## config.mk

```make
export PLATFORM = sky130hd
export DESIGN_NAME = disk_seq
export DESIGN_NICKNAME = d
export VERILOG_FILES = /design/src/rtl/disk_seq_pkg.sv /design/src/rtl/dseq_table.sv /design/src/rtl/dseq_flux.sv /design/src/rtl/dseq_shift.sv /design/src/rtl/disk_seq.sv
export SDC_FILE = /design/constraint.sdc
export NUM_CORES = 2
export LEC_CHECK = 0
export CORE_MARGIN = 2
export CORE_UTILIZATION = 40
export CTS_BUF_LIST = sky130_fd_sc_hd__clkbuf_8
export DETAILED_ROUTE_END_ITERATION = 10
export DONT_BUFFER_PORTS = 1
export HOLD_SLACK_MARGIN = 0.15
export PLACE_DENSITY = 0.51
export SLEW_MARGIN = 20
export SYNTH_ARGS = -nofsm -noshare
export SYNTH_HDL_FRONTEND = slang
export SYNTH_HIERARCHICAL = 1
export SYNTH_SLANG_ARGS = --single-unit
export TNS_END_PERCENT = 20
```

## constraint.sdc

```tcl
create_clock -name clk -period 4.8 [get_ports clk]
set_input_delay 0.96 -clock clk [delete_from_list [all_inputs] [get_ports clk]]
set_output_delay 0.96 -clock clk [all_outputs]
set_load 0.1 [all_outputs]
```

## src/rtl/disk_seq_pkg.sv

```systemverilog
package disk_seq_pkg;
  typedef enum logic [3:0] {
    ACT_HOLD  = 4'h8,
    ACT_SHL0  = 4'h9,
    ACT_SHRWP = 4'hA,
    ACT_LOAD  = 4'hB,
    ACT_SHL1  = 4'hD
  } seq_act_e;

  function automatic int clog2_min1(input int v);
    int r;
    r = 1;
    while ((1 << r) < v) r++;
    return r;
  endfunction
endpackage

```

## src/rtl/dseq_table.sv

```systemverilog
module dseq_table #(
  parameter int DATA_W = 8,
  parameter int ADDR_W = 8
) (
  input  logic              clk,
  input  logic              we,
  input  logic [ADDR_W-1:0] waddr,
  input  logic [DATA_W-1:0] wdata,
  input  logic [ADDR_W-1:0] raddr,
  output logic [DATA_W-1:0] rdata
);
  localparam int DEPTH = 1 << ADDR_W;

  logic [DATA_W-1:0] mem [DEPTH];

  always_ff @(posedge clk) begin
    if (we) mem[waddr] <= wdata;
  end

  assign rdata = mem[raddr];
endmodule

```

## src/rtl/dseq_flux.sv

```systemverilog
module dseq_flux #(
  parameter int HOLD = 2
) (
  input  logic clk,
  input  logic rst,
  input  logic evt,
  output logic flag_n
);
  localparam int CW = disk_seq_pkg::clog2_min1(HOLD + 1);

  logic [CW-1:0] cnt;

  always_ff @(posedge clk) begin
    if (rst) begin
      cnt    <= '0;
      flag_n <= 1'b1;
    end else if (evt) begin
      cnt    <= CW'(HOLD);
      flag_n <= 1'b0;
    end else if (cnt != '0) begin
      cnt <= cnt - 1'b1;
      if (cnt == CW'(1)) flag_n <= 1'b1;
    end
  end

  p_low_after_evt_r9: assert property (@(posedge clk) disable iff (rst)
    evt |=> !flag_n);
  p_low_while_count_r9: assert property (@(posedge clk) disable iff (rst)
    (cnt > CW'(1)) |=> !flag_n);
  p_release_r9: assert property (@(posedge clk) disable iff (rst)
    (cnt == CW'(1) && !evt) |=> flag_n);
endmodule

```

## src/rtl/dseq_shift.sv

```systemverilog
module dseq_shift
  import disk_seq_pkg::*;
#(
  parameter int DATA_W = 8
) (
  input  logic              clk,
  input  logic              rst,
  input  logic              step,
  input  logic [3:0]        act,
  input  logic              wprot,
  input  logic [DATA_W-1:0] din,
  output logic [DATA_W-1:0] sr
);
  logic [DATA_W-1:0] sr_nxt;

  always_comb begin
    unique case (act)
      ACT_HOLD:  sr_nxt = sr;
      ACT_SHL0:  sr_nxt = {sr[DATA_W-2:0], 1'b0};
      ACT_SHL1:  sr_nxt = {sr[DATA_W-2:0], 1'b1};
      ACT_SHRWP: sr_nxt = {wprot, sr[DATA_W-1:1]};
      ACT_LOAD:  sr_nxt = din;
      default:   sr_nxt = '0;
    endcase
  end

  always_ff @(posedge clk) begin
    if (rst)       sr <= '0;
    else if (step) sr <= sr_nxt;
  end

  p_hold_r3: assert property (@(posedge clk) disable iff (rst)
    (step && act == ACT_HOLD) |=> $stable(sr));
  p_shl1_r4: assert property (@(posedge clk) disable iff (rst)
    (step && act == ACT_SHL1) |=> sr[0]);
  p_shr_wp_r5: assert property (@(posedge clk) disable iff (rst)
    (step && act == ACT_SHRWP) |=> sr[DATA_W-1] == $past(wprot));
  p_load_r6: assert property (@(posedge clk) disable iff (rst)
    (step && act == ACT_LOAD) |=> sr == $past(din));
  p_clear_r7: assert property (@(posedge clk) disable iff (rst)
    (step && act[3] == 1'b0) |=> sr == '0);
endmodule

```

## src/rtl/disk_seq.sv

```systemverilog
module disk_seq #(
  parameter int DATA_W    = 8,
  parameter int ADDR_W    = DATA_W / 2 + 4,
  parameter int FLUX_HOLD = 2
) (
  input  logic              clk,
  input  logic              rst,
  input  logic              run,
  input  logic              wmode,
  input  logic              cmd,
  input  logic              wprot,
  input  logic [DATA_W-1:0] din,
  input  logic              flux_evt,
  input  logic              tbl_we,
  input  logic [ADDR_W-1:0] tbl_addr,
  input  logic [DATA_W-1:0] tbl_data,
  output logic [DATA_W-1:0] seq_state,
  output logic [DATA_W-1:0] shreg,
  output logic              wr_flux,
  output logic              flux_n
);
  localparam int NIB = DATA_W / 2;

  logic [ADDR_W-1:0] look_addr;
  logic [DATA_W-1:0] nxt_state;
  logic              load_ok;

  assign look_addr = {seq_state[DATA_W-1 -: NIB], wmode, cmd, shreg[DATA_W-1], flux_n};
  assign load_ok   = tbl_we && !run;

  dseq_table #(.DATA_W(DATA_W), .ADDR_W(ADDR_W)) u_tbl (
    .clk   (clk),
    .we    (load_ok),
    .waddr (tbl_addr),
    .wdata (tbl_data),
    .raddr (look_addr),
    .rdata (nxt_state)
  );

  dseq_flux #(.HOLD(FLUX_HOLD)) u_flux (
    .clk    (clk),
    .rst    (rst),
    .evt    (flux_evt),
    .flag_n (flux_n)
  );

  dseq_shift #(.DATA_W(DATA_W)) u_sh (
    .clk   (clk),
    .rst   (rst),
    .step  (run),
    .act   (nxt_state[3:0]),
    .wprot (wprot),
    .din   (din),
    .sr    (shreg)
  );

  always_ff @(posedge clk) begin
    if (rst) begin
      seq_state <= '0;
      wr_flux   <= 1'b0;
    end else if (run) begin
      seq_state <= nxt_state;
      wr_flux   <= wmode && (nxt_state[DATA_W-1] != seq_state[DATA_W-1]);
    end else begin
      wr_flux   <= 1'b0;
    end
  end

  p_idle_hold_r10: assert property (@(posedge clk) disable iff (rst)
    !run |=> ($stable(seq_state) && $stable(shreg)));
  p_no_flux_read_r8: assert property (@(posedge clk) disable iff (rst)
    !wmode |=> !wr_flux);
  p_flux_edge_r8: assert property (@(posedge clk) disable iff (rst)
    (run && wmode) |=> wr_flux == (seq_state[DATA_W-1] != $past(seq_state[DATA_W-1])));
  p_step_r2: assert property (@(posedge clk) disable iff (rst)
    run |=> seq_state == $past(nxt_state));
endmodule

```

After elaboration in Yosys (flattened, before gate mapping). Memory sizes are Yosys's and may differ from the RTL's. Cells that the tools add are included.

$add $sub $neg: 1. Equal/unequal tests: 7. Multiplexer cells: 8. Bitwise logic cells: 2. Reduce and logical (&&, ||, !) cells: 10.

Operators with widths (number): 8-bit one-hot mux with 5 select lines (1); 4-bit equality test, second input constant (5); 2-bit nonzero test (3); 1-bit two-way mux (5); 2-bit two-way mux (2); 2-bit AND reduction (2); 2-bit OR reduction (2); 2-bit by 1-bit equality test with 1-bit output, second input constant (1); 1-bit logical AND (2); 1-bit inverter (2); 2-bit by 1-bit subtractor with 2-bit output, second input constant (1); 1-bit logical NOT (1); 1-bit inequality test (1).

Flip-flop bits (word level): 20. Bits in writable memories: 2048. Bits of input ports: 32. Output and inout port bits: 18. Word-level logic and storage cells: 35. Memories: 1.

Memory list: u_tbl.mem (words 256, bits a word 8, rd ports 1, clocked after memory_dff 0, wr ports 1, RTL line dseq_table.sv:14) `logic [DATA_W-1:0] mem [DEPTH];`.

Logic depth before layout (Yosys ltp).
Depth in word-level cells: 4. Mapped depth: 16. Gate-level depth less buffers: 9.

Cells and area by module. Netlist, hierarchy kept.

Modules (own cells, without submodules): dseq_table (instances 1, cells an instance 3725, area an instance 79396.1 um2, sequential area each 61499.0 um2); dseq_shift (instances 1, cells an instance 65, area an instance 611.8 um2, sequential area each 160.2 um2); disk_seq (instances 1, cells an instance 31, area an instance 332.8 um2, sequential area each 180.2 um2); dseq_flux (instances 1, cells an instance 9, area an instance 97.6 um2, sequential area each 60.1 um2).

Least setup slack after synthesis. Ideal clock, no wire load.

Kind: flip-flop to flip-flop. Start: reg u_sh.sr[7]. End: reg u_sh.sr[0]. Library setup time: 0.088 ns. Arrival: 3.859 ns. Required time: 4.712 ns. Setup slack: 0.853 ns. Stages on the path, launching flop included: 13. Buffers on the path: 4. Clock period less this slack: 3.947 ns. Cell sequence: dfxtp_1 > buf_2 > buf_4 > buf_2 > buf_1 > mux4_2 > a22oi_1 > a21oi_1 > nor4_1 > nor4_2 > or4b_4 > and2_4 > o32ai_2.

Longest elaborated chain between the ends: 4. Elaborated cells on any way between the ends: 9. Classes of those cells: eq/ne: 5; mux: 1; bitwise: 1; reduce/logical: 1; memory: 1.

Ends and longest elaborated chain: from (decl) (RTL line dseq_shift.sv:12) `output logic [DATA_W-1:0] sr`; from (signal assigned) (RTL line dseq_shift.sv:29) `else if (step) sr <= sr_nxt;`; memory 256 x 8 bit *; via nxt_state[0] (RTL line disk_seq.sv:25) `logic [DATA_W-1:0] nxt_state;`; parallel branches: the longest is 3 deep, another holds 8-bit one-hot mux with 5 select lines.

Mark *: on every way through the listed nets, which the timed path passes. A chain may end at the register's enable or synchronous reset.

Worst setup path after layout.
Start: reg u_flux.flag_n. End: reg u_sh.sr[3].

Longest elaborated chain between the ends: 4. Elaborated cells on any way between the ends: 9. Classes of those cells: eq/ne: 5; mux: 1; bitwise: 1; reduce/logical: 1; memory: 1.

Ends and longest elaborated chain: from (decl) (RTL line dseq_flux.sv:7) `output logic flag_n`; from (signal assigned) (RTL line dseq_flux.sv:16) `flag_n <= 1'b1;`; from (signal assigned) (RTL line dseq_flux.sv:19) `flag_n <= 1'b0;`; from (signal assigned) (RTL line dseq_flux.sv:22) `if (cnt == CW'(1)) flag_n <= 1'b1;`; memory 256 x 8 bit *; via nxt_state[2] (RTL line disk_seq.sv:25); parallel branches: the longest is 3 deep, another holds 8-bit one-hot mux with 5 select lines.

Marks and branches as above.

==> impl_metrics.ini <==
[run_status]
status = completed

[synth]
synthCells = 3830
synthTopCellsByArea = edfxtp_1 76%, mux4_2 13%, mux2i_1 1.8%
ys_types = 67
syn_nets = 3862
async_flop_share = 0
ys_ff_latch = 2068
yosys-top-cells-count = 2048 x edfxtp_1, 454 x mux4_2, 292 x nor2_1
syn_area_mm2 = 0.0804
ys.flop_type = edfxtp_1
synth_warnings = 6
synth_most_common_cell = edfxtp_1
synth_seq_area_share = 0.770
synth_top_area_share = 0.765
synth-edff-count = 2048
synth.avg_cell_area_um2 = 21.0
yosys.area.top_type = edfxtp_1

[clock_tree]
insertion_delay_ns = 1.04
htreeDepth = 5
cts_root_buf = clkbuf_8
cts.sinks = 2068
cts_tree = done
cts-buffers-inserted = 361
clock_path_buffers = 4
clkTransAtPathRegs_ns = 0.06
cts_post_setup_buffers_inserted = 0

[global_route]
grt_max_degree = 201
antenna_found_initial = 11
grt_pass1_wl_um = 326000
overflow = 0
grt_pass1_vias = 41700
grt.total_usage = 0.227

[worst_setup_path]
crit_fanout = 31
cpMostUsedCell = buf_4
cp.buffers_inverters = 3
worst_r2r_path_depth = 11
required_ns = 5.68
criticalPathCategory = reg -> reg
worstPathArrival_ns = 5.55
reg2reg_slack_ns = 0.13
crit_chain = buf_12 -> buf_4 -> mux4_2 -> o21ai_0 -> a2111oi_0 -> nor3_1 -> nor4_4 -> buf_4 -> nor2b_1 -> and4_1 -> a221o_1
r2r_end = u_sh/sr[3]
path_delay_family = compound AO/OA/AOI/OAI gates
reg2reg_from = u_flux/flag_n
critPathMaxStageDelay_ns = 0.99
worst_setup_path_end_kind = flop
crit_path_start_kind = flop
critPathSlowestCell = a2111oi_0

[placed_design]
gp_congestion = 0.826
pre_cts_ws_ns = 0.0118
placement.io_buffers = 0
dp.cells = 6499
dp_hpwl_um = 128000

[sta]
slew_viol_final = 0
slew-limit-headroom = 0.154
fin_ws_ns = 0.131
max_slew.worst_pin.slew_ns = 1.27
rsz0062_at_grt = no
hold_viol_final = 0
fin_crit_sh = 0.973
fmax_mhz = 214
setup_violations = 0
finClkSkew_ns = 0.0769
min_period_ns = 4.67
fin_setup_tns_ns = 0
holdWs_ns = 0.271

[final_layout]
post_route_cells_drive_above_1_share = 0.269
final_cells = 7173
n_fill_cell = 16900
synthToLayoutAreaGrowth_pct = 14.4
final_nets = 4281
multi_input_area_mm2 = 0.0172
seqCellArea_mm2 = 0.0619

[routing]
detail-route-antenna-nets = 0
drtIter0Drc = 4908
via_per_inst = 5.73
num_vias = 41100
finalWirelength_um = 232000
post_drt_wl_per_cell_um = 32.3
drc = 0
drtPass1Iterations = 5

[flow_run]
cap_violations = 0

[floorplanning]
io_pins = 50
die_y_um = 452
fp.dieW_um = 452
num_rows = 164
fp.dieArea_mm2 = 0.205
initial_core_util = 0.402
core_mm2 = 0.200

[hold_path]
hold_class = in -> reg
worstHoldEndpoint = u_sh/sr[5]
min_path_cells = 3
hp-start = din[5]

[power]
max-vdd-ir-drop_mv = 0.320
p_leak_nw = 29.2
powerDensity_mw_per_mm2 = 447
## logic make-up (layout without fill, tap and decap cells)
group | Yosys count | in the layout | synth area share
buf+inv | 246 | 925 | 0.0189
flops | 2068 | 2068 | 0.770
simple gates | 511 | 511 | 0.0298
compound gates | 404 | 404 | 0.0360
other cells | 0 | 8 | 0
mux | 600 | 600 | 0.146
xor+xnor | 1 | 1 | 0.000109
## per-layer routing
| layer | vias up | GRT usage | routed length, um |
|---|---|---|---|
| met1 | 22200 | 0.320 | 99600 |
| met5 | - | 0 | 13 |
| li1 | 17000 | - | - |
| met2 | 1560 | 0.365 | 112000 |
| met3 | 346 | 0.0388 | 14500 |
| met4 | 2 | 0.0625 | 5800 |
## registers in the layout (all words and copies together), names as in the netlist
signal,flops
u_tbl/mem,2048
seq_state,8
u_sh/sr,8
u_flux/cnt,2
u_flux/flag_n,1
wr_flux,1
## worst register-to-register path: stages (launching register included)
cell and delay, ns:
dfxtp_4 0.61, buf_12 0.33, buf_4 0.31, mux4_2 0.27, o21ai_0 0.14, a2111oi_0 0.99, nor3_1 0.35, nor4_4 0.68
buf_4 0.26, nor2b_1 0.07, and4_1 0.23, a221o_1 0.29
## power by group
| part | leakage [nW] | internal [mW] | switching (mW) | total [mW] |
|---|---|---|---|---|
| registers | 18.6 | 19.9 | 0.334 | 20.3 |
| clock network | 3.72 | 7.97 | 7.09 | 15.1 |
| logic | 6.87 | 2.10 | 3.73 | 5.84 |
| total | 29.2 | 30.0 | 11.2 | 41.1 |
## what timing repair did
action / 4_1_cts / 5_1_grt
gates resized for setup: 1 / 1
hold buffers: 43 / 0
endpoints found under the setup margin: 2 / 2
pin swaps: 0 / 1
hold endpoints to repair: 1170 / 0
## metrics by stage
step | power [mW] | utilization | area [um2]
2_1_floorplan | 23.7 | - | 80400
3_3_place_gp | 26.0 | 0.423 | 84600
5_1_grt | 42.5 | 0.460 | 92000
6_report | 41.1 | 0.460 | 92000
4_1_cts | 41.5 | 0.460 | 92000
3_5_place_dp | 26.0 | 0.424 | 84600
## placed cells by master, fill, tap and decap left out, types with 7 or more instances in the layout
master	count
and2_1	7
nor4_1	19
nand2b_1	10
diode_2	8
nand2_1	37
buf_12	34
a221oi_1	13
clkinv_2	43
nand3_1	28
o211ai_1	11
nor2b_1	33
mux4_2	454
nand3b_1	7
dlygate4sd3_1	19
nor3_1	23
a22o_1	8
dfxtp_1	14
a211oi_1	16
o21ai_0	10
clkbuf_8	376
clkinv_1	90
buf_16	18
a22oi_1	133
buf_4	224
edfxtp_1	2048
bufinv_16	14
nand4_1	10
mux2i_1	143
nor2_1	289
a21oi_1	97
inv_1	100
o221ai_1	46
o22ai_1	30
## how the worst max path moves through the flow
stage | startpoint | endpoint | depth (start not counted) | slack, ns
floorplan | u_sh/sr[7] | u_sh/sr[0] | 12 | 0.85
global placement | u_flux/flag_n | u_sh/sr[6] | 11 | -0.54
detailed placement | u_flux/flag_n | u_sh/sr[3] | 11 | 0.01
CTS | u_flux/flag_n | u_sh/sr[3] | 13 | 0.14
global route | u_flux/flag_n | u_sh/sr[3] | 11 | 0.04
finish | u_flux/flag_n | u_sh/sr[3] | 11 | 0.13
## layout make-up
class | count | area share
multi-input cells | 1516 | 0.186
diodes | 8 | 0.000218
inverters | 7 | 0.000285
flip-flops and latches | 2068 | 0.673
well taps | 2656 | 0.0361
clock buffers | 376 | 0.0562
clock inverters | 247 | 0.0150
repair buffers | 295 | 0.0331
Note: power is estimated with default switching activity, not from simulation.
